[src/rtl/cmp_pkg.sv]
package cmp_pkg;
  typedef enum logic [1:0] {
    VERD_EQ = 2'd0,
    VERD_GT = 2'd1,
    VERD_LT = 2'd2
  } verdict_t;

  function automatic logic [2:0] verdict_flags(verdict_t v);
    logic [2:0] f;
    case (v)
      VERD_GT: f = 3'b100;
      VERD_LT: f = 3'b010;
      default: f = 3'b001;
    endcase
    return f;
  endfunction
endpackage

[src/rtl/rst_sync.sv]
module rst_sync #(
  parameter int STAGES = 2
) (
  input  logic clk,
  input  logic rst_n,
  output logic rst_n_sync
);
  logic [STAGES-1:0] chain_q;

  generate
    if (STAGES == 1) begin : g_single
      always_ff @(posedge clk or negedge rst_n) begin
        if (!rst_n) chain_q <= '0;
        else        chain_q <= 1'b1;
      end
    end else begin : g_multi
      always_ff @(posedge clk or negedge rst_n) begin
        if (!rst_n) chain_q <= '0;
        else        chain_q <= {chain_q[STAGES-2:0], 1'b1};
      end
    end
  endgenerate

  assign rst_n_sync = chain_q[STAGES-1];
endmodule

[src/rtl/slot_decode.sv]
module slot_decode #(
  parameter int WORD_SLOTS = 42,
  parameter int MAG_LO     = 7,
  parameter int MAG_HI     = 36,
  parameter int SIGN_SLOT  = 37,
  localparam int SLOT_W    = $clog2(WORD_SLOTS)
) (
  input  logic [SLOT_W-1:0] slot_i,
  output logic              mag_en_o,
  output logic              sign_hit_o
);
  always_comb begin
    mag_en_o   = (int'(slot_i) >= MAG_LO) && (int'(slot_i) <= MAG_HI);
    sign_hit_o = (int'(slot_i) == SIGN_SLOT);
  end
endmodule

[src/rtl/input_gate.sv]
module input_gate (
  input  logic a_bit_i,
  input  logic b_bit_i,
  input  logic mag_en_i,
  output logic a_g_o,
  output logic b_g_o
);
  always_comb begin
    a_g_o = a_bit_i & mag_en_i;
    b_g_o = b_bit_i & mag_en_i;
  end
endmodule

[src/rtl/cmp_state.sv]
module cmp_state
  import cmp_pkg::*;
(
  input  logic     clk,
  input  logic     rst_n,
  input  logic     clr_i,
  input  logic     mag_en_i,
  input  logic     a_g_i,
  input  logic     b_g_i,
  output verdict_t verd_o
);
  verdict_t verd_q, verd_d;
  logic     upd_en;

  always_comb begin
    upd_en = clr_i | mag_en_i;
    verd_d = verd_q;
    if (clr_i) begin
      verd_d = VERD_EQ;
    end else if (mag_en_i) begin
      case ({a_g_i, b_g_i})
        2'b10:   verd_d = VERD_GT;
        2'b01:   verd_d = VERD_LT;
        default: verd_d = verd_q;
      endcase
    end
  end

  always_ff @(posedge clk or negedge rst_n) begin
    if (!rst_n)      verd_q <= VERD_EQ;
    else if (upd_en) verd_q <= verd_d;
  end

  assign verd_o = verd_q;


  verd_legal_chk: assert property (@(posedge clk) disable iff (!rst_n)
    verd_q != 2'd3);

  gt_set_chk: assert property (@(posedge clk) disable iff (!rst_n)
    (mag_en_i && a_g_i && !b_g_i && !clr_i) |=> verd_q == VERD_GT);

  lt_set_chk: assert property (@(posedge clk) disable iff (!rst_n)
    (mag_en_i && !a_g_i && b_g_i && !clr_i) |=> verd_q == VERD_LT);

  clr_eq_chk: assert property (@(posedge clk) disable iff (!rst_n)
    clr_i |=> verd_q == VERD_EQ);

  masked_keep_chk: assert property (@(posedge clk) disable iff (!rst_n)
    (!mag_en_i && !clr_i) |=> $stable(verd_q));
endmodule

[src/rtl/result_hold.sv]
module result_hold
  import cmp_pkg::*;
(
  input  logic     clk,
  input  logic     rst_n,
  input  logic     capture_i,
  input  verdict_t verd_i,
  output logic     valid_o,
  output logic     gt_o,
  output logic     lt_o,
  output logic     eq_o
);
  logic [2:0] flags_q, flags_d;
  logic       valid_q, valid_d;

  always_comb begin
    valid_d = capture_i;
    flags_d = verdict_flags(verd_i);
  end

  always_ff @(posedge clk or negedge rst_n) begin
    if (!rst_n) valid_q <= 1'b0;
    else        valid_q <= valid_d;
  end

  always_ff @(posedge clk or negedge rst_n) begin
    if (!rst_n)         flags_q <= 3'b001;
    else if (capture_i) flags_q <= flags_d;
  end

  assign valid_o = valid_q;
  assign gt_o    = flags_q[2];
  assign lt_o    = flags_q[1];
  assign eq_o    = flags_q[0];


  flags_onehot_chk: assert property (@(posedge clk) disable iff (!rst_n)
    $countones({gt_o, lt_o, eq_o}) == 1);

  strobe_chk: assert property (@(posedge clk) disable iff (!rst_n)
    capture_i |=> valid_o);

  hold_chk: assert property (@(posedge clk) disable iff (!rst_n)
    !capture_i |=> ($stable({gt_o, lt_o, eq_o}) && !valid_o));
endmodule

[src/rtl/serial_mag_cmp.sv]
module serial_mag_cmp
  import cmp_pkg::*;
#(
  parameter int WORD_SLOTS  = 42,
  parameter int MAG_LO      = 7,
  parameter int MAG_HI      = 36,
  parameter int SIGN_SLOT   = 37,
  parameter int SYNC_STAGES = 2,
  localparam int SLOT_W     = $clog2(WORD_SLOTS)
) (
  input  logic              clk,
  input  logic              rst_n,
  input  logic              clr_i,
  input  logic [SLOT_W-1:0] slot_i,
  input  logic              a_bit_i,
  input  logic              b_bit_i,
  output logic              res_valid_o,
  output logic              gt_o,
  output logic              lt_o,
  output logic              eq_o
);
  logic     rst_n_s;
  logic     mag_en, sign_hit;
  logic     a_g, b_g;
  verdict_t verd;

  rst_sync #(.STAGES(SYNC_STAGES)) u_rst (
    .clk(clk), .rst_n(rst_n), .rst_n_sync(rst_n_s)
  );

  slot_decode #(
    .WORD_SLOTS(WORD_SLOTS), .MAG_LO(MAG_LO), .MAG_HI(MAG_HI), .SIGN_SLOT(SIGN_SLOT)
  ) u_dec (
    .slot_i(slot_i), .mag_en_o(mag_en), .sign_hit_o(sign_hit)
  );

  input_gate u_gate (
    .a_bit_i(a_bit_i), .b_bit_i(b_bit_i), .mag_en_i(mag_en),
    .a_g_o(a_g), .b_g_o(b_g)
  );

  cmp_state u_state (
    .clk(clk), .rst_n(rst_n_s), .clr_i(clr_i), .mag_en_i(mag_en),
    .a_g_i(a_g), .b_g_i(b_g), .verd_o(verd)
  );

  result_hold u_hold (
    .clk(clk), .rst_n(rst_n_s), .capture_i(sign_hit), .verd_i(verd),
    .valid_o(res_valid_o), .gt_o(gt_o), .lt_o(lt_o), .eq_o(eq_o)
  );
endmodule

[config.mk]
export PLATFORM = sky130hd
export DESIGN_NAME = serial_mag_cmp
export DESIGN_NICKNAME = d
export VERILOG_FILES = /design/src/rtl/cmp_pkg.sv /design/src/rtl/rst_sync.sv /design/src/rtl/slot_decode.sv /design/src/rtl/input_gate.sv /design/src/rtl/cmp_state.sv /design/src/rtl/result_hold.sv /design/src/rtl/serial_mag_cmp.sv
export SDC_FILE = /design/constraint.sdc
export NUM_CORES = 1
export LEC_CHECK = 0
export BUFFER_PORTS_ARGS = -buffer_cell sky130_fd_sc_hd__buf_2
export CORE_AREA = 2 2 39 41
export CTS_CLUSTER_DIAMETER = 100
export DETAILED_ROUTE_END_ITERATION = 7
export DIE_AREA = 0 0 41 43
export GPL_ROUTABILITY_DRIVEN = 0
export PLACE_DENSITY = 0.56
export SYNTH_ARGS = -nofsm -noshare
export SYNTH_HDL_FRONTEND = slang
export SYNTH_SLANG_ARGS = --single-unit
[constraint.sdc]
create_clock -name clk -period 0.8 [get_ports clk]
set_input_delay 0.04 -clock clk [delete_from_list [all_inputs] [get_ports clk]]
set_output_delay 0.04 -clock clk [all_outputs]
set_load 0.02 [all_outputs]
### Yosys cells after proc, flatten, opt, wreduce, memory -nomap -nowiden

Index checks and enable logic that the tools add are counted.
Widths: inputs -> output; s select.

* register bits: 8
* input bits: 11
* output and inout bits: 4
* word-level logic and storage cells: 22

* magnitude comparators: 2
* equal/unequal tests: 5
* muxes and demuxes: 4
* bitwise operators: 3
* reduce and logical (&&, ||, !) cells: 4

Operators with widths (number)
* $eq 6x6->1 const B: 1
* $ge 6x3->1 const B: 1
* $le 6x6->1 const B: 1
* $pmux 3 s2: 1
* $eq 2x1->1 const B: 2
* $eq 2x2->1 const B: 2
* $mux 2: 2
* $pmux 2 s2: 1
* $reduce_and 3->1: 1
* $reduce_bool 3->1: 1
* $and 1x1->1: 2
* $reduce_bool 2->1: 1
* $logic_and 1x1->1: 1
* $or 1x1->1: 1

### Logic depth before layout (Yosys ltp)

Gate-level depths: netlist (run 1).

* word-level depth: 7
* mapped depth: 3
* depth with buffers taken out: 3

### Modules after synthesis

Synthesis (run 1) repeated with hierarchy kept, for this count alone.

* cell total of the unflattened synthesis: 32
* area, all modules: 375.4 sq um

By module, submodules not included
* result_hold: instances 1, cells each 11, area each 167.7 sq um, sequential area each 101.3 sq um
* cmp_state: instances 1, cells each 10, area each 96.3 sq um, sequential area each 50.0 sq um
* rst_sync: instances 1, cells each 3, area each 53.8 sq um, sequential area each 50.0 sq um
* slot_decode: instances 1, cells each 6, area each 45.0 sq um, sequential area each 0.0 sq um
* input_gate: instances 1, cells each 2, area each 12.5 sq um, sequential area each 0.0 sq um

### Least setup slack after synthesis (run 1)

No wires, ideal clock.

* path kind: input to register
* start: input port slot_i[3]
* end: register u_hold.flags_q[1]
* library setup time: 0.125 ns
* data arrival time: 1.013 ns
* required time: 0.675 ns
* path slack: -0.338 ns
* stages on the path: 3
* path buffers: 0
* cell sequence: or3b_4 > nor3_4 > mux2_2

* word-level cells in the longest chain between the ends: 1

RTL lines
* start, declared: RTL line serial_mag_cmp.sv:14 `input logic [SLOT_W-1:0] slot_i,`
* $eq 6x6->1: RTL line slot_decode.sv:14 `sign_hit_o = (int'(slot_i) == SIGN_SLOT);`
* named net sign_hit: RTL line serial_mag_cmp.sv:23 `logic mag_en, sign_hit;`
* end signal, assigned: RTL line result_hold.sv:28 `else if (capture_i) flags_q <= flags_d;`
* end, declared: RTL line result_hold.sv:13 `logic [2:0] flags_q, flags_d;`

The timed path passes the listed nets, and every way through them passes these cells.
A chain may end at the register's enable or synchronous reset.

### Final worst setup path (run 1)

* start: register u_state.verd_q[0] (netlist: u_state.verd_o[0])
* end: register u_hold.flags_q[0]

* word-level cells in the longest chain between the ends: 2
* elaborated cells on any way between the ends: 3
* those cells by class: 2 x eq/ne; 1 x mux

RTL lines
* start, declared: RTL line cmp_state.sv:12 `verdict_t verd_q, verd_d;`
* start signal, assigned: RTL line cmp_state.sv:31 `else if (upd_en) verd_q <= verd_d;`
* $eq 2x2->1 / $eq 2x1->1 (equally long branches): RTL line cmp_pkg.sv:10 `case (v)`
* $pmux 3 s2 *: RTL line cmp_pkg.sv:10
* named net u_hold.flags_d[0]: RTL line result_hold.sv:13

Mark *: on every way through the listed nets, which the timed path passes. The rest lies on a longest branch.

==> impl_metrics.sql, run 1 <==
INSERT INTO impl_metrics (metric_group, metric, value, unit) VALUES
('sta', 'final_critical_path_setup_slack', '-0.2029', 'ns'),
('sta', 'final.setup.tns', '-1.062', 'ns'),
('finish', 'filler_cells', '124', ''),
('synthesis', 'syn_area', '409.1', 'um^2'),
('synthesis', 'ys_seq_elements', '8', ''),
('synthesis', 'synth_top_area_frac', '0.4281', ''),
('global_routing', 'grt_use_met2', '0.1344', ''),
('clock_tree', 'htree_num_levels', '1', ''),
('global_routing', 'globalRouteOverflowTotal', '0', ''),
('sta', 'setup-violations-final', '8', ''),
('finish', 'multiInputGateArea', '219.0', 'um^2'),
('clock_tree', 'clock_transition_at_the_register_clock_pins_on_the_worst_setup_and_hold_paths_after_cts', '0.06', 'ns'),
('global_routing', 'grtUsageMet1', '0.1409', ''),
('global_routing', 'grt_pass1_vias', '326', ''),
('sta', 'post-route-period-util', '1.254', ''),
('global_routing', 'grt_first_pass_wirelength', '1.214', 'mm'),
('finish', 'areaGrowthSynthToFinish', '62.08', '%'),
('power', 'power.leakage', '0.3100', 'nW'),
('route', 'post_drt_wl_per_cell', '10.36', 'um'),
('setup_path', 'path_max_fanout', '3', ''),
('finish', 'layout.area.seq', '201.4', 'um^2'),
('placed_design', 'dp.final_hpwl', '631.5', 'um'),
('sta', 'finalHoldWorstSlack', '0.08345', 'ns'),
('die', 'floorplan.die_area', '0.001763', 'mm^2'),
('synthesis', 'number_of_warnings_reported_in_the_yosys_synthesis_log', '0', ''),
('setup_path', 'worst-endpoint-arrival', '1.18', 'ns'),
('synthesis', 'netlist.top_cell.by_area', 'dfrtp_1', ''),
('setup_path', 'rrSetupSlack', '-0.20', 'ns'),
('global_routing', 'globalRouteTotalUtil', '0.1048', ''),
('global_routing', 'global_route.peak_usage_layer', 'met1', ''),
('worst_hold_path', 'hold_path_class', 'reg2async', ''),
('global_routing', 'antenna_found_initial', '0', ''),
('setup_path', 'r2r.worst_path.cells', '3', ''),
('synthesis', 'ys_seq_area_frac', '0.4924', ''),
('placed_design', 'worst_slack_at_placement', '-0.4825', 'ns'),
('clock_tree', 'worstSkewPairLatency', '0.25', 'ns'),
('sta', 'finalMaxSlewViolations', '0', ''),
('route', 'drtPass1Iterations', '3', ''),
('die', 'initial_utilization', '0.2957', ''),
('setup_path', 'crit_slowest_cell', 'dfrtp_1', ''),
('sta', 'fmax', '997.1', 'MHz'),
('setup_path', 'delay_of_the_slowest_cell_on_the_worst_path', '0.40', 'ns'),
('placed_design', 'placed_cells', '72', ''),
('placed_design', 'detailed_place.area', '559.3', 'um^2'),
('setup_path', 'worstSetupStartpointType', 'register', ''),
('setup_path', 'reg2reg_from', 'u_state.verd_o[0]$_DFFE_PN0P_', ''),
('die', 'design.portCount', '15', ''),
('global_routing', 'grt_start_max_net_pins', '7', ''),
('route', 'routed_wl', '798', 'um'),
('job', 'cap_viol_max_count', '0', ''),
('clock_tree', 'clk_path_buf_depth', '2', ''),
('setup_path', 'timing.rr.end', 'u_hold.flags_q[0]$_DFFE_PN1P_', ''),
('die', 'core', '0.001384', 'mm^2'),
('die', 'fp-row-count', '14', ''),
('finish', 'drive_above_1_share', '0.5738', ''),
('sta', 'rsz0062_at_grt', 'true', ''),
('run_status', 'outcome', 'finished, violations left', ''),
('finish', 'antenna_cells', '0', ''),
('setup_path', 'crit_chain', 'inv_2, ha_4, mux2_4', ''),
('clock_tree', 'cts_buffers', '3', ''),
('setup_path', 'timing.critical_path.to_type', 'register', ''),
('sta', 'finalHoldViolations', '0', ''),
('route', 'via_per_inst', '4.662', ''),
('placed_design', 'port_buffers', '14', ''),
('finish', 'fin_area', '663.1', 'um^2'),
('clock_tree', 'root_buffer', 'clkbuf_4', ''),
('synthesis', 'avgSynthCellArea', '12.03', 'um^2'),
('run_status', 'violations', 'negative setup slack', ''),
('power', 'cellPowerDensity', '1691', 'mW/mm^2'),
('power', 'design_power_total', '1.121', 'mW'),
('clock_tree', 'cts_tree', 'done', '');
[Yosys cell counts]
master	n
o22a_2	1
nor2b_1	2
a311oi_1	1
dfrtp_1	7
mux2_2	3
o221ai_1	2
nand2_1	1
nand3_1	1
ha_1	2
a211o_1	1
o21a_1	1
or3b_4	1
inv_1	4
nor3_4	1
dfstp_2	1
or3_1	1
conb_1	1
o211ai_1	3
[cell usage in the layout, fill, tap and decap left out]
cell type and count:
a211o_1 1, a311oi_1 1, buf_2 8, buf_4 7, buf_6 7, clkbuf_1 1, clkbuf_4 3, conb_1 1
dfrtp_1 7, dfstp_2 1, dlygate4sd3_1 1, ha_2 1, ha_4 1, inv_1 3, inv_2 1, mux2_4 3
nand2_1 1, nand3_1 1, nor2b_1 2, nor3_4 1, o211ai_1 3, o21a_1 1, o221ai_1 2, o22a_2 1
or3_1 1, or3b_4 1
[power breakdown]
group          switching (mW)  total (mW)  internal, mW
Sequential             0.0371       0.496         0.459
Clock                   0.137       0.327         0.191
Combinational           0.118       0.298         0.180
Total                   0.292        1.12         0.830
[sequential cells by signal, summed over array words and instances, names as in the netlist]
name and flops:
u_rst.chain_q 2, u_hold.flags_q 3, u_hold.valid_o 1, u_state.verd_o 2
[cells by family after synthesis]
group,Yosys count,synth area share
buffers and inverters,4,0.03669
other,1,0.009166
muxes,3,0.08256
AOI/OAI and AO/OA,9,0.1835
and+or+nand+nor,7,0.1345
adders and majority gates,2,0.06115
DFF,8,0.4924
[metal layers]
metal / vias to the layer above / part of all wire
li1: 180 / -
met5: - / 0
met2: 9 / 0.45
met4: 0 / 0.0088
met1: 168 / 0.46
met3: 2 / 0.070
[repair_timing]
item | 4_1_cts | 5_1_grt
hold buffers | 1 | 0
resized for setup | 12 | 6
pin swaps | 3 | 3
endpoints found under the setup margin | 9 | 10
hold endpoints to repair | 2 | 0
buffers inserted | 1 | 0
[cell type report]
| type | count | share of cell area |
|---|---|---|
| Multi-Input combinational cell | 22 | 0.3302 |
| Tap cell | 16 | 0.03019 |
| Timing Repair Buffer | 23 | 0.2736 |
| Inverter | 4 | 0.02264 |
| Sequential cell | 8 | 0.3038 |
| Clock buffer | 4 | 0.03962 |
[worst max-delay path by stage]
stage | startpoint | to | slack (ns)
floorplan | slot_i[3] | u_hold.flags_q[1]$_DFFE_PN0P_ | -0.34
global placement | slot_i[3] | u_hold.flags_q[1]$_DFFE_PN0P_ | -0.46
detailed placement | slot_i[3] | u_hold.flags_q[2]$_DFFE_PN0P_ | -0.48
CTS | u_state.verd_o[0]$_DFFE_PN0P_ | u_hold.flags_q[0]$_DFFE_PN1P_ | -0.23
global route | u_state.verd_o[1]$_DFFE_PN0P_ | u_state.verd_o[1]$_DFFE_PN0P_ | -0.24
finish | u_state.verd_o[0]$_DFFE_PN0P_ | u_hold.flags_q[0]$_DFFE_PN1P_ | -0.20
[critical path: cells and delay by family (launching register included)]
| family | cells | cell delay, ns |
|---|---|---|
| buffers and inverters | 1 | 0.09 |
| multiplexers | 1 | 0.25 |
| adder cells (fa/ha/maj) | 1 | 0.20 |
| flip-flops | 1 | 0.40 |
No activity file was read; power rests on OpenSTA's default activity.
==> inputs of run 2 (changes only) <==
--- a/config.mk
+++ b/config.mk
@@ -7,11 +7,12 @@
 export LEC_CHECK = 0
 export BUFFER_PORTS_ARGS = -buffer_cell sky130_fd_sc_hd__buf_2
 export CORE_AREA = 2 2 39 41
+export CTS_BUF_LIST = sky130_fd_sc_hd__clkbuf_4 sky130_fd_sc_hd__clkbuf_8
 export CTS_CLUSTER_DIAMETER = 100
 export DETAILED_ROUTE_END_ITERATION = 7
 export DIE_AREA = 0 0 41 43
 export GPL_ROUTABILITY_DRIVEN = 0
-export PLACE_DENSITY = 0.56
+export PLACE_DENSITY = 0.54
 export SYNTH_ARGS = -nofsm -noshare
 export SYNTH_HDL_FRONTEND = slang
 export SYNTH_SLANG_ARGS = --single-unit
==> constraint.sdc (replaced) <==
create_clock -name clk -period 1.3 [get_ports clk]
set_input_delay 0.065 -clock clk [delete_from_list [all_inputs] [get_ports clk]]
set_output_delay 0.065 -clock clk [all_outputs]
set_load 0.02 [all_outputs]
==> impl_metrics.sql, run 2 (synthesized netlist as in run 1, its figures left out) <==
INSERT INTO impl_metrics (metric_group, metric, value, unit) VALUES
('setup_path', 'timing.critical_path.to_type', 'register', ''),
('route', 'routed_wl', '680', 'um'),
('clock_tree', 'cts_buffers', '3', ''),
('finish', 'instances_no_fill', '71', ''),
('finish', 'layout.cells.most_common', 'buf_2', ''),
('setup_path', 'worstPathRequired', '1.43', 'ns'),
('route', 'post_drt_wl_per_cell', '9.577', 'um'),
('sta', 'finalHoldWorstSlack', '0.04534', 'ns'),
('worst_hold_path', 'hold_end', 'u_hold.valid_o$_DFF_PN0_', ''),
('global_routing', 'grtUsageMet1', '0.1180', ''),
('finish', 'finalNetCount', '69', ''),
('global_routing', 'grt_use_met2', '0.1375', ''),
('setup_path', 'rrSetupSlack', '0.25', 'ns'),
('die', 'core', '0.001384', 'mm^2'),
('route', 'vias', '328', ''),
('clock_tree', 'cts_tree', 'done', ''),
('sta', 'fmax', '948.1', 'MHz'),
('die', 'chipWidth', '41', 'um'),
('clock_tree', 'root_buffer', 'clkbuf_4', ''),
('route', 'via_per_inst', '4.620', ''),
('die', 'chipHeight', '43', 'um'),
('worst_hold_path', 'holdPathStages', '2', ''),
('worst_hold_path', 'min-delay-start', 'slot_i[1]', ''),
('global_routing', 'antenna_found_initial', '0', ''),
('finish', 'top_register', 'u_hold.flags_q', ''),
('clock_tree', 'ctsResizeCount', '0', ''),
('finish', 'flip_flop_count_of_the_largest_register_all_copies_and_words_added', '3', ''),
('global_routing', 'globalRouteOverflowTotal', '0', ''),
('finish', 'mostFrequentLayoutCells', 'buf_2, dfrtp_1, inv_1, clkbuf_4', ''),
('finish', 'areaGrowthSynthToFinish', '35.47', '%'),
('placed_design', 'placed_cells', '66', ''),
('clock_tree', 'htree_num_levels', '1', ''),
('global_routing', 'grt_pass1_vias', '298', ''),
('run_status', 'outcome', 'finished clean', ''),
('sta', 'finalMaxSlewViolations', '0', ''),
('clock_tree', 'clkSinkCount', '8', ''),
('setup_path', 'criticalPathCategory', 'in2reg', ''),
('sta', 'skew', '0.003334', 'ns'),
('global_routing', 'grt_start_max_net_pins', '7', ''),
('setup_path', 'reg2reg_from', 'u_state.verd_o[0]$_DFFE_PN0P_', ''),
('sta', 'setup-violations-final', '0', ''),
('sta', 'rsz0062_at_grt', 'false', ''),
('finish', 'drive_above_1_share', '0.4909', ''),
('route', 'drtPass1Iterations', '2', ''),
('die', 'fp-row-count', '14', ''),
('global_routing', 'grt_first_pass_wirelength', '1.131', 'mm'),
('worst_hold_path', 'hold_path_class', 'in2reg', ''),
('die', 'initial_utilization', '0.2957', ''),
('route', 'route.detailed.drc', '0', ''),
('global_routing', 'grtUsageMet3', '0.09424', ''),
('setup_path', 'worstSetupStartpointType', 'input port', ''),
('setup_path', 'r2r.worst_path.cells', '3', ''),
('placed_design', 'port_buffers', '14', ''),
('sta', 'finalHoldViolations', '0', ''),
('clock_tree', 'worstSkewPairLatency', '0.25', 'ns'),
('job', 'cap_viol_max_count', '0', ''),
('setup_path', 'worst-endpoint-arrival', '1.18', 'ns'),
('die', 'floorplan.die_area', '0.001763', 'mm^2'),
('finish', 'filler_cells', '152', ''),
('setup_path', 'timing.rr.end', 'u_hold.flags_q[0]$_DFFE_PN1P_', ''),
('power', 'cellPowerDensity', '1156', 'mW/mm^2'),
('route', 'first_iter_violations', '2', ''),
('sta', 'final.setup.tns', '0', 'ns'),
('route', 'drtAntennaViolNets', '0', ''),
('finish', 'fin_util', '0.4005', ''),
('power', 'power.leakage', '0.2703', 'nW'),
('setup_path', 'path_max_fanout', '4', ''),
('finish', 'antenna_cells', '0', ''),
('clock_tree', 'clk_path_buf_depth', '2', ''),
('global_routing', 'globalRouteTotalUtil', '0.09899', ''),
('die', 'design.portCount', '15', ''),
('clock_tree', 'clock_transition_at_the_register_clock_pins_on_the_worst_setup_and_hold_paths_after_cts', '0.05', 'ns'),
('global_routing', 'global_route.peak_usage_layer', 'met2', ''),
('sta', 'fin_crit', '1.055', 'ns'),
('power', 'irDropWorstVdd', '0.6846', 'mV'),
('sta', 'post-route-period-util', '0.8113', '');
## run 2: cell count changes in the layout (fill, tap and decap cells not counted), sizes merged
cell,previous run,this run
buf,22,16
## run 2: layout make-up
type,instances,area [um^2],area share
flip-flops and latches,8,201.4,0.3634
multi-input cells,22,192.7,0.3476
repair buffers,17,95.09,0.1716
clock buffers,4,30.03,0.05418
well taps,16,20.02,0.03612
inverters,4,15.01,0.02709
## run 2: routing by layer
layer	wire length, um	part of all wire
met3	50	0.074
met1	287	0.42
met2	342	0.50
met4	0	0
met5	0	0
## run 2: timing repair
action / 4_1_cts / 5_1_grt
hold endpoints to repair: 2 / 0
hold buffers: 1 / 0
setup buffers: 0 / 0
## run 2: critical path: stages
cell and delay [ns]:
buf_2 0.10, or3b_4 0.41, nor3_4 0.24, mux2_2 0.37
## run 2: through the flow
stage / worst slack, ns / instance area [um^2] / total power [mW]
5_1_grt: 0.1852 / 554.3 / 0.6882
2_1_floorplan: 0.1371 / 409.1 / 0.3721
3_3_place_gp: 0.01185 / 514.2 / 0.4271
3_5_place_dp: -0.02342 / 514.2 / 0.4282
6_report: 0.2453 / 554.3 / 0.6408
4_1_cts: 0.2365 / 554.3 / 0.6563
## run 2: power by group
| group | switching (mW) | leakage [nW] | internal, mW |
|---|---|---|---|
| clock network | 0.0806 | 0.0184 | 0.138 |
| registers | 0.0163 | 0.102 | 0.282 |
| logic | 0.0642 | 0.150 | 0.0595 |
| total | 0.161 | 0.270 | 0.480 |
## run 2: worst max-delay path by stage
stage                                       start                             to  slack (ns)  cells after the start
finish                                  slot_i[3]  u_hold.flags_q[1]$_DFFE_PN0P_        0.25                      4
global route        u_state.verd_o[0]$_DFFE_PN0P_  u_hold.flags_q[0]$_DFFE_PN1P_        0.19                      3
CTS                 u_state.verd_o[0]$_DFFE_PN0P_  u_hold.flags_q[0]$_DFFE_PN1P_        0.24                      3
detailed placement                      slot_i[3]  u_hold.flags_q[1]$_DFFE_PN0P_       -0.02                      4
global placement                        slot_i[3]  u_hold.flags_q[1]$_DFFE_PN0P_        0.01                      4
floorplan                               slot_i[3]  u_hold.flags_q[1]$_DFFE_PN0P_        0.14                      3
==> inputs of run 3 (changes only) <==
--- a/config.mk
+++ b/config.mk
@@ -5,6 +5,7 @@
 export SDC_FILE = /design/constraint.sdc
 export NUM_CORES = 1
 export LEC_CHECK = 0
+export ABC_AREA = 1
 export BUFFER_PORTS_ARGS = -buffer_cell sky130_fd_sc_hd__buf_2
 export CORE_AREA = 2 2 39 41
 export CTS_BUF_LIST = sky130_fd_sc_hd__clkbuf_4 sky130_fd_sc_hd__clkbuf_8
==> constraint.sdc (replaced) <==
create_clock -name clk -period 1.01 [get_ports clk]
set_input_delay 0.0505 -clock clk [delete_from_list [all_inputs] [get_ports clk]]
set_output_delay 0.0505 -clock clk [all_outputs]
set_load 0.02 [all_outputs]
==> impl_metrics.sql, run 3 <==
INSERT INTO impl_metrics (metric_group, metric, value, unit) VALUES
('sta', 'fin_crit', '0.9663', 'ns'),
('power', 'power.leakage', '0.3086', 'nW'),
('synthesis', 'synthSimpleGateAreaFrac', '0.3018', ''),
('route', 'post_drt_wl_per_cell', '7.845', 'um'),
('synthesis', 'synth-compound-area-share', '0.06402', ''),
('setup_path', 'cp_top_family', 'flip-flops', ''),
('route', 'vias', '338', ''),
('clock_tree', 'root_buffer', 'clkbuf_4', ''),
('die', 'chipWidth', '41', 'um'),
('finish', 'mostFrequentLayoutCells', 'buf_2, nand2_1, inv_1, dfrtp_1', ''),
('global_routing', 'grt_pass1_vias', '328', ''),
('setup_path', 'worst-endpoint-arrival', '0.92', 'ns'),
('finish', 'filler_cells', '160', ''),
('synthesis', 'synth.net_count', '61', ''),
('synthesis', 'dominant_combinational_cell_family_by_area_after_synthesis', 'simple AND/OR/NAND/NOR gates', ''),
('synthesis', 'synth-edff-count', '0', ''),
('setup_path', 'delay_of_the_slowest_cell_on_the_worst_path', '0.52', 'ns'),
('setup_path', 'crit_chain', 'buf_2', ''),
('synthesis', 'postSynthCellCount', '48', ''),
('finish', 'areaGrowthSynthToFinish', '34.15', '%'),
('worst_hold_path', 'hold_path_class', 'reg2async', ''),
('synthesis', 'synthMuxAreaShare', '0', ''),
('global_routing', 'globalRouteOverflowTotal', '0', ''),
('synthesis', 'number_of_warnings_reported_in_the_yosys_synthesis_log', '0', ''),
('die', 'design.portCount', '15', ''),
('finish', 'fin_area', '550.5', 'um^2'),
('clock_tree', 'clkSinkCount', '8', ''),
('global_routing', 'globalRouteTotalUtil', '0.1123', ''),
('clock_tree', 'worstSkewPairLatency', '0.25', 'ns'),
('sta', 'final.setup.tns', '0', 'ns'),
('route', 'via_per_inst', '4.024', ''),
('setup_path', 'timing.critical_path.to_type', 'output port', ''),
('sta', 'setup-violations-final', '0', ''),
('clock_tree', 'clk_path_buf_depth', '2', ''),
('setup_path', 'cp_num_buf_inv', '1', ''),
('sta', 'rsz0062_at_grt', 'false', ''),
('sta', 'fmax', '1035', 'MHz'),
('synthesis', 'yosys.cell_types.count', '15', ''),
('synthesis', 'ys_seq_elements', '8', ''),
('setup_path', 'crit_slowest_cell', 'dfstp_2', ''),
('sta', 'finalMaxSlewViolations', '0', ''),
('synthesis', 'yosysMostFrequentCell', 'nand2_1', ''),
('sta', 'finalHoldViolations', '0', ''),
('synthesis', 'ys_seq_area_frac', '0.4909', ''),
('synthesis', 'synth_top_area_frac', '0.4268', ''),
('finish', 'layout.cells.most_common', 'buf_2', ''),
('synthesis', 'yosys.area_share.adder', '0.06098', ''),
('setup_path', 'criticalPathCategory', 'reg2out', ''),
('die', 'initial_utilization', '0.2966', ''),
('placed_design', 'detailed_place.area', '500.5', 'um^2'),
('finish', 'instances_no_fill', '84', ''),
('synthesis', 'yosys-top-cells-area', 'dfrtp_1, nand2_1, dfstp_2', ''),
('clock_tree', 'htree_num_levels', '1', ''),
('placed_design', 'placed_cells', '78', ''),
('finish', 'flip_flop_count_of_the_largest_register_all_copies_and_words_added', '3', ''),
('finish', 'fin_util', '0.3978', ''),
('synthesis', 'synth_xor_xnor_area_share', '0', ''),
('synthesis', 'netlist.top_cell.by_area', 'dfrtp_1', ''),
('clock_tree', 'clock_transition_at_the_register_clock_pins_on_the_worst_setup_and_hold_paths_after_cts', '0.06', 'ns'),
('global_routing', 'grt_first_pass_wirelength', '1.269', 'mm'),
('route', 'route.detailed.drc', '0', ''),
('die', 'chipHeight', '43', 'um'),
('finish', 'top_register', 'u_hold.flags_q', ''),
('finish', 'finalNetCount', '82', ''),
('route', 'routed_wl', '659', 'um'),
('route', 'drtAntennaViolNets', '0', ''),
('clock_tree', 'cts_buffers', '3', ''),
('route', 'drtPass1Iterations', '3', ''),
('synthesis', 'syn_area', '410.4', 'um^2'),
('setup_path', 'worstSetupStartpointType', 'register', ''),
('die', 'fp-row-count', '14', ''),
('synthesis', 'ys_async_sr_fraction', '1.000', ''),
('run_status', 'outcome', 'finished clean', ''),
('synthesis', 'avgSynthCellArea', '8.550', 'um^2'),
('route', 'first_iter_violations', '3', ''),
('synthesis', 'ys_top_cells_by_count', 'nand2_1, dfrtp_1, inv_1', ''),
('die', 'floorplan.die_area', '0.001763', 'mm^2'),
('sta', 'skew', '0.007312', 'ns'),
('sta', 'post-route-period-util', '0.9567', ''),
('clock_tree', 'cts_tree', 'done', ''),
('setup_path', 'worstPathRequired', '0.96', 'ns'),
('job', 'cap_viol_max_count', '0', ''),
('global_routing', 'antenna_found_initial', '0', ''),
('synthesis', 'synthFlopType', 'dfrtp_1', ''),
('sta', 'final_critical_path_setup_slack', '0.04374', 'ns'),
('placed_design', 'worst_slack_at_placement', '0.1286', 'ns'),
('power', 'irDropWorstVdd', '0.7740', 'mV'),
('finish', 'antenna_cells', '0', ''),
('setup_path', 'path_max_fanout', '2', ''),
('finish', 'drive_above_1_share', '0.4118', ''),
('die', 'core', '0.001384', 'mm^2'),
('power', 'cellPowerDensity', '1411', 'mW/mm^2'),
('global_routing', 'grt_start_max_net_pins', '7', ''),
('placed_design', 'port_buffers', '14', '');
## run 3: layer usage
layer / GRT usage / vias to the layer above / wire (um)
met3: 0.06283 / 2 / 46
li1: - / 185 / -
met4: 0.06000 / 0 / 10
met2: 0.1563 / 7 / 318
met5: 0 / - / 0
met1: 0.1320 / 144 / 284
## run 3: repair_timing
item | CTS | global route
setup buffers | 0 | 0
hold endpoints to repair | 3 | 0
endpoints found under the setup margin | 0 | 0
resized for setup | 0 | 0
hold buffers | 2 | 0
## run 3: cell families after synthesis
| group | after synthesis |
|---|---|
| simple gates | 26 |
| buf+inv | 8 |
| flops | 8 |
| compound gates | 3 |
| fa+ha+maj | 2 |
| other cells | 1 |
## run 3: path summary, 6_finish.rpt
path	from	endpoint	slack, ns	depth (start not counted)
worst max-delay path	u_hold.flags_q[0]$_DFFE_PN1P_	eq_o	0.04	1
worst min-delay path	u_rst.chain_q[1]$_DFF_PN0_	u_state.verd_o[0]$_DFFE_PN0P_	0.09	0
worst max register to register	u_state.verd_o[0]$_DFFE_PN0P_	u_hold.flags_q[0]$_DFFE_PN1P_	0.13	4
worst min register to register	u_rst.chain_q[1]$_DFF_PN0_	u_state.verd_o[0]$_DFFE_PN0P_	0.09	0
max in group asynchronous	u_rst.chain_q[1]$_DFF_PN0_	u_hold.flags_q[0]$_DFFE_PN1P_	0.65	0
min in group clk	b_bit_i	u_state.verd_o[0]$_DFFE_PN0P_	0.10	4
## run 3: stage by stage
step | power (mW) | hold slack [ns]
after floorplan | 0.4456 | -0.2451
after global placement | 0.4936 | -0.1640
after detailed placement | 0.4955 | -0.1625
after CTS | 0.7921 | 0.09433
after global routing | 0.8337 | 0.1009
final | 0.7769 | 0.09428
## run 3: final cells by class
type,instances,area (um^2),area share
repair buffers,16,90.09,0.1636
inverters,8,30.03,0.05455
flip-flops and latches,8,201.4,0.3659
clock buffers,4,30.03,0.05455
well taps,16,20.02,0.03636
multi-input cells,32,178.9,0.3250
## run 3: power breakdown
part,internal [mW],switching (mW)
Clock,0.178,0.106
Combinational,0.0545,0.0730
Sequential,0.352,0.0142
